===== config.mk =====
export PLATFORM = sky130hd
export DESIGN_NAME = ecam_cfg_xlate
export DESIGN_NICKNAME = d
export VERILOG_FILES = /design/src/rtl/ecam_xlate_pkg.sv /design/src/rtl/ecam_ctrl_regs.sv /design/src/rtl/ecam_req_check.sv /design/src/rtl/ecam_addr_form.sv /design/src/rtl/ecam_cfg_xlate.sv
export SDC_FILE = /design/constraint.sdc
export NUM_CORES = 1
export LEC_CHECK = 0
export ABC_AREA = 1
export BUFFER_PORTS_ARGS = -buffer_cell sky130_fd_sc_hd__buf_4
export CAP_MARGIN = 0
export CORE_MARGIN = 2
export CORE_UTILIZATION = 40
export CTS_CLUSTER_DIAMETER = 100
export DETAILED_ROUTE_END_ITERATION = 16
export PLACE_DENSITY_LB_ADDON = 0.05
export SYNTH_ARGS = -nofsm -noshare
export SYNTH_HDL_FRONTEND = slang
export SYNTH_SLANG_ARGS = --single-unit

===== constraint.sdc =====
create_clock -name clk -period 3.65 [get_ports clk]
set_input_delay 0.73 -clock clk [delete_from_list [all_inputs] [get_ports clk]]
set_output_delay 0.73 -clock clk [all_outputs]
set_load 0.1 [all_outputs]

===== src/rtl/ecam_xlate_pkg.sv =====
package ecam_xlate_pkg;

    typedef enum logic [1:0] {
        ST_IDLE   = 2'd0,
        ST_ISSUE  = 2'd1,
        ST_REJECT = 2'd2
    } xl_state_t;

    typedef enum logic [1:0] {
        RSEL_CAPS    = 2'd0,
        RSEL_CTRL    = 2'd1,
        RSEL_BASE_LO = 2'd2,
        RSEL_BASE_HI = 2'd3
    } rsel_t;

    localparam int CTRL_EN_BIT   = 0;
    localparam int CTRL_SIZE_LSB = 16;
    localparam int SIZE_W        = 5;

endpackage


===== src/rtl/ecam_ctrl_regs.sv =====
module ecam_ctrl_regs
    import ecam_xlate_pkg::*;
#(
    parameter int REG_W        = 32,
    parameter int SIZE_DEFAULT = 12,
    parameter bit UNIT_PRESENT = 1'b1,
    localparam int ADDR_W      = 2 * REG_W
) (
    input  logic              clk,
    input  logic              rst_n,
    input  logic              wr,
    input  logic [1:0]        sel,
    input  logic [REG_W-1:0]  wdata,
    output logic [REG_W-1:0]  rdata,
    output logic              en,
    output logic [ADDR_W-1:0] base
);
    logic              en_q;
    logic [SIZE_W-1:0] size_q;
    logic [REG_W-1:0]  base_lo_q, base_hi_q;
    logic [REG_W-1:0]  caps_word, ctrl_word;

    always_ff @(posedge clk or negedge rst_n) begin
        if (!rst_n) begin
            en_q      <= 1'b0;
            size_q    <= SIZE_W'(SIZE_DEFAULT);
            base_lo_q <= '0;
            base_hi_q <= '0;
        end else if (wr) begin
            unique case (rsel_t'(sel))
                RSEL_CTRL: begin
                    en_q   <= wdata[CTRL_EN_BIT];
                    size_q <= wdata[CTRL_SIZE_LSB +: SIZE_W];
                end
                RSEL_BASE_LO: base_lo_q <= wdata;
                RSEL_BASE_HI: base_hi_q <= wdata;
                default: ;
            endcase
        end
    end

    always_comb begin
        caps_word = '0;
        caps_word[0] = UNIT_PRESENT;
        ctrl_word = '0;
        ctrl_word[CTRL_EN_BIT] = en_q;
        ctrl_word[CTRL_SIZE_LSB +: SIZE_W] = size_q;
    end

    always_comb begin
        unique case (rsel_t'(sel))
            RSEL_CAPS:    rdata = caps_word;
            RSEL_CTRL:    rdata = ctrl_word;
            RSEL_BASE_LO: rdata = base_lo_q;
            RSEL_BASE_HI: rdata = base_hi_q;
            default:      rdata = '0;
        endcase
    end

    assign en   = en_q;
    assign base = {base_hi_q, base_lo_q};

endmodule


===== src/rtl/ecam_req_check.sv =====
module ecam_req_check #(
    parameter int BUS_W      = 8,
    parameter int DEVFN_W    = 8,
    parameter int ALIGN_BITS = 2
) (
    input  logic               en,
    input  logic [BUS_W-1:0]   bus,
    input  logic [DEVFN_W-1:0] devfn,
    input  logic [ALIGN_BITS-1:0] off_lo,
    input  logic [BUS_W-1:0]   root_bus,
    input  logic               link_up,
    output logic               allow
);
    logic on_root;
    logic route_ok;
    logic aligned;

    assign on_root = (bus == root_bus);

    // Root port carries a single function; downstream needs a live link.
    assign route_ok = on_root ? (devfn == '0) : link_up;

    generate
        if (ALIGN_BITS > 0) begin : g_align
            assign aligned = (off_lo == '0);
        end else begin : g_noalign
            assign aligned = 1'b1;
        end
    endgenerate

    assign allow = en & aligned & route_ok;

endmodule


===== src/rtl/ecam_addr_form.sv =====
module ecam_addr_form #(
    parameter int BUS_W   = 8,
    parameter int DEVFN_W = 8,
    parameter int OFF_W   = 12,
    parameter int ADDR_W  = 64,
    localparam int WIN_W  = BUS_W + DEVFN_W + OFF_W
) (
    input  logic [BUS_W-1:0]   bus,
    input  logic [DEVFN_W-1:0] devfn,
    input  logic [OFF_W-1:0]   off,
    input  logic [ADDR_W-1:0]  base,
    output logic [WIN_W-1:0]   win_off,
    output logic [ADDR_W-1:0]  addr
);
    // Fields are disjoint, so concatenation equals the shifted OR.
    assign win_off = {bus, devfn, off};
    assign addr    = base + ADDR_W'(win_off);

endmodule


===== src/rtl/ecam_cfg_xlate.sv =====
module ecam_cfg_xlate
    import ecam_xlate_pkg::*;
#(
    parameter int BUS_W        = 8,
    parameter int DEVFN_W      = 8,
    parameter int OFF_W        = 12,
    parameter int REG_W        = 32,
    parameter int DATA_W       = 32,
    parameter int ALIGN_BITS   = 2,
    parameter int SIZE_DEFAULT = 12,
    parameter bit UNIT_PRESENT = 1'b1,
    localparam int ADDR_W      = 2 * REG_W,
    localparam int WIN_W       = BUS_W + DEVFN_W + OFF_W
) (
    input  logic               clk,
    input  logic               rst_n,
    input  logic               req_valid,
    input  logic               req_write,
    input  logic [BUS_W-1:0]   req_bus,
    input  logic [DEVFN_W-1:0] req_devfn,
    input  logic [OFF_W-1:0]   req_offset,
    input  logic [DATA_W-1:0]  req_wdata,
    input  logic [BUS_W-1:0]   root_bus,
    input  logic               link_up,
    input  logic               reg_wr,
    input  logic [1:0]         reg_sel,
    input  logic [REG_W-1:0]   reg_wdata,
    output logic [REG_W-1:0]   reg_rdata,
    output logic               acc_valid,
    output logic               acc_write,
    output logic [WIN_W-1:0]   acc_offset,
    output logic [ADDR_W-1:0]  acc_addr,
    output logic [DATA_W-1:0]  acc_wdata,
    output logic               rej_valid,
    output logic [DATA_W-1:0]  rej_rdata
);
    logic              ctrl_en;
    logic [ADDR_W-1:0] win_base;
    logic              allow;
    logic [WIN_W-1:0]  win_d;
    logic [ADDR_W-1:0] addr_d;

    xl_state_t         state_q, state_d;
    logic [WIN_W-1:0]  win_q;
    logic [ADDR_W-1:0] addr_q;
    logic              wr_q;
    logic [DATA_W-1:0] wdata_q;

    ecam_ctrl_regs #(
        .REG_W(REG_W), .SIZE_DEFAULT(SIZE_DEFAULT), .UNIT_PRESENT(UNIT_PRESENT)
    ) u_regs (
        .clk(clk), .rst_n(rst_n), .wr(reg_wr), .sel(reg_sel),
        .wdata(reg_wdata), .rdata(reg_rdata), .en(ctrl_en), .base(win_base)
    );

    ecam_req_check #(
        .BUS_W(BUS_W), .DEVFN_W(DEVFN_W), .ALIGN_BITS(ALIGN_BITS)
    ) u_check (
        .en(ctrl_en), .bus(req_bus), .devfn(req_devfn),
        .off_lo(req_offset[ALIGN_BITS-1:0]), .root_bus(root_bus),
        .link_up(link_up), .allow(allow)
    );

    ecam_addr_form #(
        .BUS_W(BUS_W), .DEVFN_W(DEVFN_W), .OFF_W(OFF_W), .ADDR_W(ADDR_W)
    ) u_form (
        .bus(req_bus), .devfn(req_devfn), .off(req_offset),
        .base(win_base), .win_off(win_d), .addr(addr_d)
    );

    // Next-state choice is the same from every state: one result per strobe.
    always_comb begin
        unique case (state_q)
            ST_IDLE, ST_ISSUE, ST_REJECT: begin
                if (!req_valid)  state_d = ST_IDLE;
                else if (allow)  state_d = ST_ISSUE;
                else             state_d = ST_REJECT;
            end
            default: state_d = ST_IDLE;
        endcase
    end

    always_ff @(posedge clk or negedge rst_n) begin
        if (!rst_n) begin
            state_q <= ST_IDLE;
        end else begin
            state_q <= state_d;
        end
    end

    always_ff @(posedge clk or negedge rst_n) begin
        if (!rst_n) begin
            win_q   <= '0;
            addr_q  <= '0;
            wr_q    <= 1'b0;
            wdata_q <= '0;
        end else if (req_valid) begin
            win_q   <= win_d;
            addr_q  <= addr_d;
            wr_q    <= req_write;
            wdata_q <= req_wdata;
        end
    end

    always_comb begin
        acc_valid  = 1'b0;
        acc_write  = 1'b0;
        rej_valid  = 1'b0;
        rej_rdata  = '0;
        unique case (state_q)
            ST_IDLE: ;
            ST_ISSUE: begin
                acc_valid = 1'b1;
                acc_write = wr_q;
            end
            ST_REJECT: begin
                rej_valid = 1'b1;
                rej_rdata = wr_q ? '0 : '1;
            end
            default: ;
        endcase
    end

    assign acc_offset = win_q;
    assign acc_addr   = addr_q;
    assign acc_wdata  = wdata_q;

endmodule


==> reports/qor.yml, run 1 <==
critical_path:
  cp_common_cell: "sky130_fd_sc_hd__buf_4"
  slowest_delay_ps: 370
  cell_chain_of_the_critical_path: "buf_4, nand2_1, buf_4, o21ai_0, buf_4"
  worstRegToRegCells: 13
  critPathSlowestCell: "sky130_fd_sc_hd__buf_4"
  critical_path_depth: 5
  reg_to_reg_endpoint: "acc_addr[36]"
  r2r_slack_ps: 980
  critical-path-top-delay-family: "buffers and inverters"
  timing.critical_path.to_type: "output pin"
  critical_path_arrival_ps: 2190
  path_buf_inv: 3
  crit_required_ps: 2920
  cp_max_fo: 17
  worst_setup_path_start_kind: "input pin"
  timing.rr.start: "u_regs.base_lo_q[0]"
  timing_worst_setup_path_type: "in -> out"
pwr:
  p_leak_nw: 8.24
  power.ir.vdd_worst_uv: 321
  combPwrFrac_pct: 46.7
  cellPowerDensity_mw_per_mm2: 624
  internal_power_w: 0.00444
  sequential_group_share_of_total_power_pct: 31.7
  p_switching_w: 0.00477
  finalPower_w: 0.00921
  clock_power_share_pct: 21.6
  netSwitchingFraction_pct: 51.8
clock_tree:
  clock_latency_ps: 450
  h_tree_levels: 4
  cts_setup_buffers: 0
  cts.repair.resized: 0
  clk_path_buf_depth: 2
  tritoncts.num_buffers: 17
  clock_sink_count: 197
  clockRootBuffer: "sky130_fd_sc_hd__clkbuf_16"
  post_cts_hold_buffer_count: 0
  clk_pin_slew_ps: 80
  cts_tree: "built"
routing:
  route.antenna.remaining_nets: 0
  dr_total_vias: 11662
  post-route-drc-count: 0
  initialDrtViolationCount: 930
  drt-met1-wl_um: 19900
  viasPerCell: 4.93
  wl_per_cell_um: 18.3
  wl_um: 43300
  met2_length_um: 19800
  top_layer_used: "met4"
  wl_met3_um: 2400
  detailedRoute.firstPassIterationCount: 6
yosys:
  synthesis.area_sq_mm: 0.0117
  syn_nets: 1854
  post_synth_main_area_contributors: "sky130_fd_sc_hd__dfrtp_1 (42%), sky130_fd_sc_hd__nand2_1 (24%), sky130_fd_sc_hd__inv_1 (7.3%)"
  syn-mean-instance-area_sq_um: 6.83
  synth_top_family_by_area: "simple AND/OR/NAND/NOR gates"
  flop_and_latch_count_out_of_synthesis: 197
  post_synth_cell_types: 37
  compound_gate_portion_of_the_synthesized_area_pct: 7.09
  synth.largest_area_cell: "sky130_fd_sc_hd__dfrtp_1"
  synth.mux.area_fraction_pct: 0
  post_synth_and_or_nand_nor_area_fraction_pct: 34.5
  netlist.area_leader.share_pct: 41.6
  ys_seq_area_share_pct: 42.1
  synth_cells: 1717
  synthAdderAreaFrac_pct: 3.16
  synthesis.yosys.warnings: 0
  synth_xor_area_share_pct: 2.24
placement:
  post-dp-hpwl_um: 34400
  dpl.cell_count: 2332
  placed_cell_area_sq_mm: 0.0142
  pre_cts_slack_ps: 686
  place.port_buffers: 298
  place_congestion: 0.992
global_route:
  first_global_vias: 11158
  grt_antenna_before_repair: 0
  globalRoute.totalOverflow: 0
  gr-usage-all-layers_pct: 28.3
  wire_length_of_the_first_global_routing_pass_um: 65800
  grt_max_degree: 77
timing:
  report.final.hold_viol_count: 0
  clock_skew_ps: 20.4
  rsz0062_at_grt: "false"
  final-setup-viol-count: 0
  actual_transition_at_the_worst_max_transition_pin_ps: 948
  slew-limit-headroom_pct: 36.6
  report.final.slew_viol_count: 0
  fin_tns_setup_ps: 0
  achievable-frequency_mhz: 342
  period_needed_ps: 2920
  period_share_pct: 80.1
  layout_setup_ws_ps: 726
die:
  die_w_um: 175
  die_y_um: 175
  fp.dieArea_sq_mm: 0.0307
  io-pin-count: 299
  core.rowCount: 62
  coreArea_sq_mm: 0.0288
  initial_core_util_pct: 40.7
finish:
  stdcell_area_sq_mm: 0.0148
  layout_commonest_cell: "sky130_fd_sc_hd__nand2_1"
  fill_cells: 3036
  mostFrequentLayoutCells: "sky130_fd_sc_hd__nand2_1 (741), sky130_fd_sc_hd__buf_4 (305), sky130_fd_sc_hd__inv_1 (226), sky130_fd_sc_hd__dfrtp_1 (195), sky130_fd_sc_hd__o21ai_0 (119)"
  antenna-diode-count: 0
  fraction_of_final_layout_cells_with_drive_strength_greater_than_1_pct: 18.3
  final_nets: 2104
  final_cells: 2364
  area.growth.synth_to_final_pct: 26.0
min_path:
  timing.hold.worst.class: "in -> async"
outcome:
  outcome: "finished, final reports clean"
run:
  cap_viol_max_count: 0
flip-flops by register name, indices dropped and copies added, names as in the netlist:
name              cells
acc_addr             64
acc_offset           28
acc_wdata            32
state_q               2
u_regs.base_hi_q     32
u_regs.base_lo_q     32
u_regs.en             1
u_regs.size_q         5
wr_q                  1
metrics by stage:
stage | util [%] | hold slack [ps]
floorplan | - | 434
global placement | 49.2 | 454
detailed placement | 49.2 | 459
CTS | 51.3 | 324
global route | 51.3 | 348
finish | 51.3 | 310
worst max-delay path by stage:
stage,startpoint,to,slack (ps)
floorplan,reg_sel[0],reg_rdata[11],-190
global placement,req_offset[0],acc_addr[36],730
detailed placement,req_offset[0],acc_addr[36],690
CTS,reg_sel[0],reg_rdata[27],720
global route,state_q[1],rej_rdata[0],620
finish,reg_sel[1],reg_rdata[27],730
Yosys cell counts, drive strengths merged:
cell type / n
buf: 44
and3: 1
nand4: 18
nand2: 744
nor3: 15
nor4: 6
a31oi: 1
a21oi: 21
a21o: 2
or2: 4
o22ai: 5
and2: 1
clkbuf: 34
o21bai: 2
nor3b: 1
fa: 1
o21ai: 124
inv: 228
nand3b: 2
o211ai: 5
nand3: 119
nor2: 84
xnor2: 30
dfstp: 2
dfrtp: 195
ha: 28
worst register-to-register path: stages (launching register included):
cell and delay, ps:
sky130_fd_sc_hd__dfrtp_1 500, sky130_fd_sc_hd__ha_1 270, sky130_fd_sc_hd__fa_1 440, sky130_fd_sc_hd__nand3_1 130, sky130_fd_sc_hd__nand3_2 130, sky130_fd_sc_hd__nand3_1 110
sky130_fd_sc_hd__nand3_1 210, sky130_fd_sc_hd__nand2_1 120, sky130_fd_sc_hd__nand2_1 160, sky130_fd_sc_hd__nand2_1 130, sky130_fd_sc_hd__nand2_1 50, sky130_fd_sc_hd__nand2_1 50
sky130_fd_sc_hd__nand3_1 180, sky130_fd_sc_hd__nand2_1 120
routing by layer:
layer,vias to the layer above,GRT usage (%)
met4,0,10.0
met1,5438,39.7
met5,-,0
met2,359,44.7
li1,5806,-
met3,59,3.83
area by class of cell:
class	count	area (sq um)	area share, %
inverters	228	858	5.81
clock buffers	17	425	2.88
well taps	384	480	3.25
flip-flops and latches	197	4930	33.4
repair buffers	309	2360	16.0
multi-input cells	1214	5530	37.4
clock inverters	15	178	1.20
cell families after synthesis:
group | count (synthesis)
xor gates and xnor gates | 30
AOI/OAI and AO/OA | 160
buffers and inverters | 306
adders and majority gates | 29
DFF | 197
and+or+nand+nor | 995
power groups by stage:
stage	sequential (W)	clock, W	combinational [W]
after floorplan	0.00445	0	0.00161
after global placement	0.00295	0	0.00430
after detailed placement	0.00296	0	0.00431
after CTS	0.00291	0.00203	0.00432
after global routing	0.00296	0.00211	0.00454
final	0.00292	0.00199	0.00430
No activity file was read; power rests on OpenSTA's default activity.
==> inputs of run 2 (changes only) <==
--- a/config.mk
+++ b/config.mk
@@ -5,7 +5,7 @@
 export SDC_FILE = /design/constraint.sdc
 export NUM_CORES = 1
 export LEC_CHECK = 0
-export ABC_AREA = 1
+export ABC_AREA = 0
 export BUFFER_PORTS_ARGS = -buffer_cell sky130_fd_sc_hd__buf_4
 export CAP_MARGIN = 0
 export CORE_MARGIN = 2
==> constraint.sdc (replaced) <==
create_clock -name clk -period 2.7 [get_ports clk]
set_input_delay 0.54 -clock clk [delete_from_list [all_inputs] [get_ports clk]]
set_output_delay 0.54 -clock clk [all_outputs]
set_load 0.1 [all_outputs]
==> run 2 against run 1 <==
  * The flow now finishes with violations (negative setup slack)
  * Clock skew shrank 8.3 ps
  * Combinational power rose by 79%
  * Via count shrank 26%
  * Setup slack got worse by 880 ps
  * Synthesized area decreased by 11%
  * First-iteration DRC count shrank 52%
  * Critical path depth rose by 6
  * Design area rose by 2.6%
  * Worst hold slack worse by 280 ps
  * Critical path type is now reg -> reg
==> reports/qor.yml, run 2 <==
outcome:
  outcome: "complete, but fails checks"
  failed_checks: "negative setup slack"
yosys:
  synth_edf_count: 0  # unchanged
  syn-mean-instance-area_sq_um: 11.2  # +65%
  syn_nets: 1069  # -42%
  ys.flop_type: "sky130_fd_sc_hd__dfrtp_1"
  netlist_top_cells_count: "sky130_fd_sc_hd__dfrtp_1 (195), sky130_fd_sc_hd__mux2_2 (158), sky130_fd_sc_hd__nor2_1 (68), sky130_fd_sc_hd__a21oi_1 (63), sky130_fd_sc_hd__xnor2_1 (41)"
  synth_most_common_cell: "sky130_fd_sc_hd__dfrtp_1"
  synth_cells: 932  # -46%
  synthesis.yosys.warnings: 0  # unchanged
  post_synth_cell_types: 62  # +68%
  post_synth_main_area_contributors: "sky130_fd_sc_hd__dfrtp_1 (47%), sky130_fd_sc_hd__mux2_2 (17%), sky130_fd_sc_hd__xnor2_1 (3.4%)"
  ys_async_sr_fraction_pct: 100  # unchanged
  flop_and_latch_count_out_of_synthesis: 197  # unchanged
  ys_seq_area_share_pct: 47.1  # +5.0 points
  netlist.area_leader.share_pct: 46.6  # +4.9 points
  synthesis.area_sq_mm: 0.0105  # -11%
  synth.largest_area_cell: "sky130_fd_sc_hd__dfrtp_1"
pwr:
  internal_power_w: 0.00711  # +60%
  netSwitchingFraction_pct: 50.1  # -1.7 points
  combPwrFrac_pct: 54.0  # +7.3 points
  sequential_group_share_of_total_power_pct: 27.9  # -3.8 points
  cellPowerDensity_mw_per_mm2: 940  # +51%
  clock_power_share_pct: 18.1  # -3.5 points
  p_switching_w: 0.00714  # +50%
  p_leak_nw: 6.85  # -17%
  power.ir.vdd_worst_uv: 670  # +110%
  finalPower_w: 0.0142  # +55%
timing:
  period_needed_ps: 2860
  clock_skew_ps: 12.1  # -8.26 ps
  slew-limit-headroom_pct: 61.7  # +25 points
  final-setup-viol-count: 21  # +21
  layout_setup_ws_ps: -157  # -883 ps
  report.final.slew_viol_count: 0  # unchanged
  report.final.hold_viol_count: 0  # unchanged
  achievable-frequency_mhz: 350
  fin_tns_setup_ps: -1120  # -1120 ps
  rsz0062_at_grt: "true"
  period_share_pct: 106
  actual_transition_at_the_worst_max_transition_pin_ps: 573  # -375 ps
die:
  coreArea_sq_mm: 0.0259  # -10%
  core.rowCount: 59  # -4.8%
  die_w_um: 166  # -5.3%
  initial_core_util_pct: 40.4  # -0.30 points
  fp.dieArea_sq_mm: 0.0275  # -10%
  die_y_um: 166  # -5.3%
  io-pin-count: 299  # unchanged
routing:
  post-route-drc-count: 0  # unchanged
  viasPerCell: 5.11  # +3.7%
  wl_per_cell_um: 18.7  # +2.0%
  route.antenna.remaining_nets: 0  # unchanged
  initialDrtViolationCount: 448  # -52%
  detailedRoute.firstPassIterationCount: 4  # -2
  dr_total_vias: 8593  # -26%
  wl_um: 31400  # -28%
finish:
  fraction_of_final_layout_cells_with_drive_strength_greater_than_1_pct: 55.5  # +37 points
  final_nets: 1469  # -30%
  layout_commonest_cell: "sky130_fd_sc_hd__buf_4"
  mostFrequentLayoutCells: "sky130_fd_sc_hd__buf_4 (440), sky130_fd_sc_hd__dfrtp_1 (194), sky130_fd_sc_hd__mux2_2 (154), sky130_fd_sc_hd__nor2_1 (66), sky130_fd_sc_hd__a21oi_1 (57)"
  largest_reg_flops: 64  # unchanged
  layout.core_utilization_pct: 58.5  # +7.2 points
  area.growth.synth_to_final_pct: 44.7
  antenna-diode-count: 0  # unchanged
global_route:
  grt_antenna_before_repair: 0  # unchanged
  wire_length_of_the_first_global_routing_pass_um: 49100  # -25%
  grt_max_degree: 61  # -21%
  globalRoute.totalOverflow: 0  # unchanged
  first_global_vias: 8713  # -22%
  gr-usage-all-layers_pct: 22.5  # -5.8 points
clock_tree:
  tritoncts.num_buffers: 17  # unchanged
  post_cts_hold_buffer_count: 0  # unchanged
  clockRootBuffer: "sky130_fd_sc_hd__clkbuf_16"
  clock_sink_count: 197  # unchanged
  cts_tree: "built"
  clock_latency_ps: 430  # -20 ps
  clk_path_buf_depth: 2  # unchanged
  clk_pin_slew_ps: 80  # about the same
  h_tree_levels: 4  # unchanged
critical_path:
  timing.critical_path.to_type: "flip-flop"
  cp_max_fo: 3  # -14
  worstSetupStartpoint: "u_regs.base_lo_q[0]"
  timing_worst_setup_path_type: "reg -> reg"
  worst_setup_path_start_kind: "flip-flop"
  critical_path_arrival_ps: 3180  # +990 ps
  timing.rr.start: "u_regs.base_lo_q[0]"
  crit_required_ps: 3030  # +110 ps
placement:
  post-dp-hpwl_um: 23900  # -31%
  place.port_buffers: 298  # unchanged
  place_congestion: 0.859  # -13%
  pre_cts_slack_ps: -478  # -1160 ps
run:
  cap_viol_max_count: 0  # unchanged
min_path:
  timing.hold.worst.class: "in -> async"
-- run 2: cell count changes in the layout (fill, tap and decap cells not counted), sizes merged, moves of 11 or more --
cell	delta
nor2b	+33
a21oi	+44
xnor2	+11
mux2i	+27
inv	-224
nor2	-15
xor2	+23
buf	+147
mux2	+158
nand2	-713
o21ai	-100
nand3	-95
-- run 2: path summary, 6_finish.rpt --
path / end / slack [ps] / cells after the start
max: acc_addr[20] / -160 / 11
min: acc_addr[13] / 30 / 1
max reg2reg: acc_addr[20] / -160 / 11
min reg2reg: acc_addr[13] / 500 / 2
max in group asynchronous: u_regs.base_lo_q[0] / 1800 / 2
min in group clk: acc_wdata[24] / 330 / 2
-- run 2: area by class of cell --
type	count	area [sq um]
Fill cell	2242	10800
Multi-Input combinational cell	652	5630
Timing Repair Buffer	456	3550
Sequential cell	197	4930
Tap cell	335	419
Clock inverter	14	165
Inverter	8	30.0
Clock buffer	18	429
-- run 2: through the flow --
stage	hold WS [ps]	instances	area [sq um]
2_1_floorplan	244	932	10700
3_3_place_gp	473	1642	14100
3_5_place_dp	489	1642	14100
4_1_cts	49.9	1674	14900
5_1_grt	67.7	1680	15200
6_report	34.1	1680	15200
-- run 2: critical path, cell delays in order (launching register included) --
cell	delay, ps
sky130_fd_sc_hd__dfrtp_1	430
sky130_fd_sc_hd__ha_4	190
sky130_fd_sc_hd__fa_2	340
sky130_fd_sc_hd__a21oi_2	140
sky130_fd_sc_hd__nor2b_2	60
sky130_fd_sc_hd__a311o_1	340
sky130_fd_sc_hd__buf_4	170
sky130_fd_sc_hd__a22oi_2	160
sky130_fd_sc_hd__a31oi_2	160
sky130_fd_sc_hd__a221o_1	350
sky130_fd_sc_hd__xor2_1	150
sky130_fd_sc_hd__mux2_4	250
-- run 2: routing by layer --
layer	wire (um)	GRT usage [%]	part of all wire (%)	vias up
met2	15200	37.4	48	266
met1	13900	30.0	44	4186
met3	2040	5.72	6.5	21
met4	288	4.27	0.92	0
li1	-	-	-	4120
met5	0	0	0	-
-- run 2: repair_timing --
action / 4_1_cts / 5_1_grt
endpoints found under the hold margin: 0 / 0
pin swaps: 20 / 34
buffers inserted: 1 / 7
gates cloned: 1 / 0
setup endpoints to repair: 31 / 32
gates resized for setup: 34 / 44
-- run 2: power groups by stage --
| stage | clock network (W) | registers, W | logic [W] |
|---|---|---|---|
| floorplan | 0 | 0.00681 | 0.00257 |
| global placement | 0 | 0.00402 | 0.00749 |
| detailed placement | 0 | 0.00403 | 0.00751 |
| CTS | 0.00264 | 0.00398 | 0.00760 |
| global route | 0.00276 | 0.00406 | 0.00804 |
| finish | 0.00257 | 0.00398 | 0.00769 |
-- run 2: cells by family after synthesis --
family	count (synthesis)	synth area share, %
buffers and inverters	83	4.42
xor gates and xnor gates	64	5.35
muxes	185	19.6
DFF	197	47.1
AOI/OAI and AO/OA	146	8.70
and+or+nand+nor	228	11.3
adders and majority gates	29	3.54
==> inputs of run 3 (changes only) <==
--- a/config.mk
+++ b/config.mk
@@ -9,7 +9,7 @@
 export BUFFER_PORTS_ARGS = -buffer_cell sky130_fd_sc_hd__buf_4
 export CAP_MARGIN = 0
 export CORE_MARGIN = 2
-export CORE_UTILIZATION = 40
+export CORE_UTILIZATION = 53
 export CTS_CLUSTER_DIAMETER = 100
 export DETAILED_ROUTE_END_ITERATION = 16
 export PLACE_DENSITY_LB_ADDON = 0.05
==> run 3 against run 2 <==
  * The run still ends with negative setup slack left
  * Final cell count down 4.6%
  * Combinational power down 2%
  * Critical endpoint unchanged
  * First-iteration DRC count grew 36%
  * Count of clock-buffer cells in the layout shrank 1
  * Die area fell by 24%
  * Via count grew 2.5%
  * Setup slack improved by 100 ps
==> reports/qor.yml, run 3 (synthesized netlist as in run 2, its figures left out) <==
outcome:
  failed_checks: "negative setup slack"
  outcome: "complete, but fails checks"
global_route:
  first_global_vias: 8627  # -0.99%
  wire_length_of_the_first_global_routing_pass_um: 45400  # -7.6%
  globalRoute.totalOverflow: 0  # unchanged
  grt_max_degree: 73  # +20%
  grt_antenna_before_repair: 0  # unchanged
  gr-usage-all-layers_pct: 28.6  # +6.1 points
clock_tree:
  post_cts_hold_buffer_count: 0  # unchanged
  tritoncts.num_buffers: 17  # unchanged
  cts_tree: "built"
  clock_sink_count: 197  # unchanged
  clk_path_buf_depth: 2  # unchanged
  clockRootBuffer: "sky130_fd_sc_hd__clkbuf_16"
  h_tree_levels: 4  # unchanged
  clock_latency_ps: 440  # about the same
  clk_pin_slew_ps: 80  # about the same
finish:
  layout_commonest_cell: "sky130_fd_sc_hd__buf_4"
  area.growth.synth_to_final_pct: 42.8
  fill_cells: 1374  # -39%
  mostFrequentLayoutCells: "sky130_fd_sc_hd__buf_4 (439), sky130_fd_sc_hd__dfrtp_1 (194), sky130_fd_sc_hd__mux2_2 (158), sky130_fd_sc_hd__nor2_1 (64), sky130_fd_sc_hd__a21oi_1 (55)"
  final_cells: 1603  # -4.6%
  sequential_cell_area_sq_mm: 0.00493  # unchanged
  largest_reg_flops: 64  # unchanged
  stdcell_area_sq_mm: 0.0150  # -1.3%
  area_used_by_multi_input_combinational_logic_sq_mm: 0.00561  # -0.33%
  fraction_of_final_layout_cells_with_drive_strength_greater_than_1_pct: 55.5  # about the same
  antenna-diode-count: 0  # unchanged
  final_nets: 1463  # -0.41%
routing:
  detailedRoute.firstPassIterationCount: 5  # +1
  wl_per_cell_um: 18.9  # +1.1%
  wl_um: 30300  # -3.6%
  route.antenna.remaining_nets: 0  # unchanged
  initialDrtViolationCount: 608  # +36%
  post-route-drc-count: 0  # unchanged
  viasPerCell: 5.50  # +7.5%
  dr_total_vias: 8812  # +2.5%
critical_path:
  critical-path-top-delay-family: "compound AO/OA/AOI/OAI gates"
  critical_path_arrival_ps: 3090  # -90 ps
  cell_chain_of_the_critical_path: "ha_4, fa_2, a21oi_2, nor2b_1, a311o_2, a22oi_2, a31oi_4, a221o_1, xor2_1, mux2_2"
  slowest_delay_ps: 430  # about the same
  critPathSlowestCell: "sky130_fd_sc_hd__dfrtp_1"
  timing.critical_path.to_type: "flip-flop"
  timing_worst_setup_path_type: "reg -> reg"
  crit_required_ps: 3030  # about the same
  cp_max_fo: 3  # unchanged
  path_buf_inv: 0  # -1
  worst_setup_path_start_kind: "flip-flop"
die:
  fp.dieArea_sq_mm: 0.0209  # -24%
  core.rowCount: 51  # -14%
  die_y_um: 145  # -13%
  initial_core_util_pct: 54.0  # +14 points
  io-pin-count: 299  # unchanged
  coreArea_sq_mm: 0.0194  # -25%
  die_w_um: 145  # -13%
timing:
  fin_tns_setup_ps: -209  # +909 ps
  period_share_pct: 102  # -3.7 points
  final-setup-viol-count: 9  # -57%
  period_needed_ps: 2760  # -101 ps
  layout_setup_ws_ps: -56.8  # +101 ps
  report.final.slew_viol_count: 0  # unchanged
  achievable-frequency_mhz: 363  # +3.7%
  worst_hold_slack_after_final_layout_ps: 103  # +68.7 ps
  report.final.hold_viol_count: 0  # unchanged
  actual_transition_at_the_worst_max_transition_pin_ps: 622  # +48.3 ps
  clock_skew_ps: 11.8  # -0.362 ps
  slew-limit-headroom_pct: 58.6  # -3.1 points
  rsz0062_at_grt: "true"
min_path:
  timing.hold.worst.class: "in -> async"
placement:
  placed_cell_area_sq_mm: 0.0139  # -1.5%
  place_congestion: 0.917  # +6.8%
  place.port_buffers: 298  # unchanged
  post-dp-hpwl_um: 22700  # -4.8%
  dpl.cell_count: 1561  # -4.9%
pwr:
  p_leak_nw: 6.80  # -0.74%
  power.ir.vdd_worst_uv: 981  # +47%
  finalPower_w: 0.0142  # -0.40%
  cellPowerDensity_mw_per_mm2: 949  # +0.94%
run:
  cap_viol_max_count: 0  # unchanged
==> run 3: cell types whose count changed in the layout (fill, tap and decap cells not counted), sizes merged <==
| cell | change |
|---|---|
| inv | +3 |
| clkbuf | -1 |
| clkinvlp | +1 |
| clkinv | -5 |
| bufinv | +1 |
| buf | -6 |
==> run 3: layer usage <==
metal / track usage, % / part of all wire (%) / vias up
met1: 37.0 / 41 / 4273
li1: - / - / 4099
met3: 6.32 / 7.1 / 60
met2: 47.2 / 48 / 380
met5: 0 / 0 / -
met4: 10.8 / 3.1 / 0
==> run 3: area by class of cell <==
cell class	count	share of cell area (%)
repair buffers	450	23.1
flip-flops and latches	197	33.0
multi-input cells	652	37.5
inverters	8	0.201
clock buffers	17	2.84
clock inverters	14	1.10
well taps	265	2.22
==> run 3: path summary, 6_finish.rpt <==
check,startpoint,to,slack [ps],cells past startpoint
max in group asynchronous,rst_n,u_regs.base_hi_q[14],1790,2
setup reg to reg,u_regs.base_lo_q[0],acc_addr[20],-60,10
hold reg to reg,acc_addr[15],acc_addr[15],500,2
setup / recovery,u_regs.base_lo_q[0],acc_addr[20],-60,10
min in group clk,req_wdata[10],acc_wdata[10],330,2
hold / removal,rst_n,acc_offset[26],100,1
==> run 3: where the power goes <==
part	internal (W)	total, W	switching, W
Combinational	0.00224	0.00757	0.00534
Sequential	0.00354	0.00404	0.000500
Clock	0.00132	0.00257	0.00125
==> run 3: repair_timing <==
action                     in CTS  in global routing
setup endpoints to repair      22                 46
gates resized for setup        16                 55
pin swaps                      20                 38
setup buffers                   4                  9
==> run 3: through the flow <==
step / util (%) / worst slack [ps]
2_1_floorplan: - / -250
3_3_place_gp: 71.6 / -357
3_5_place_dp: 71.6 / -440
4_1_cts: 75.3 / -51.1
5_1_grt: 77.1 / -182
6_report: 77.1 / -56.8
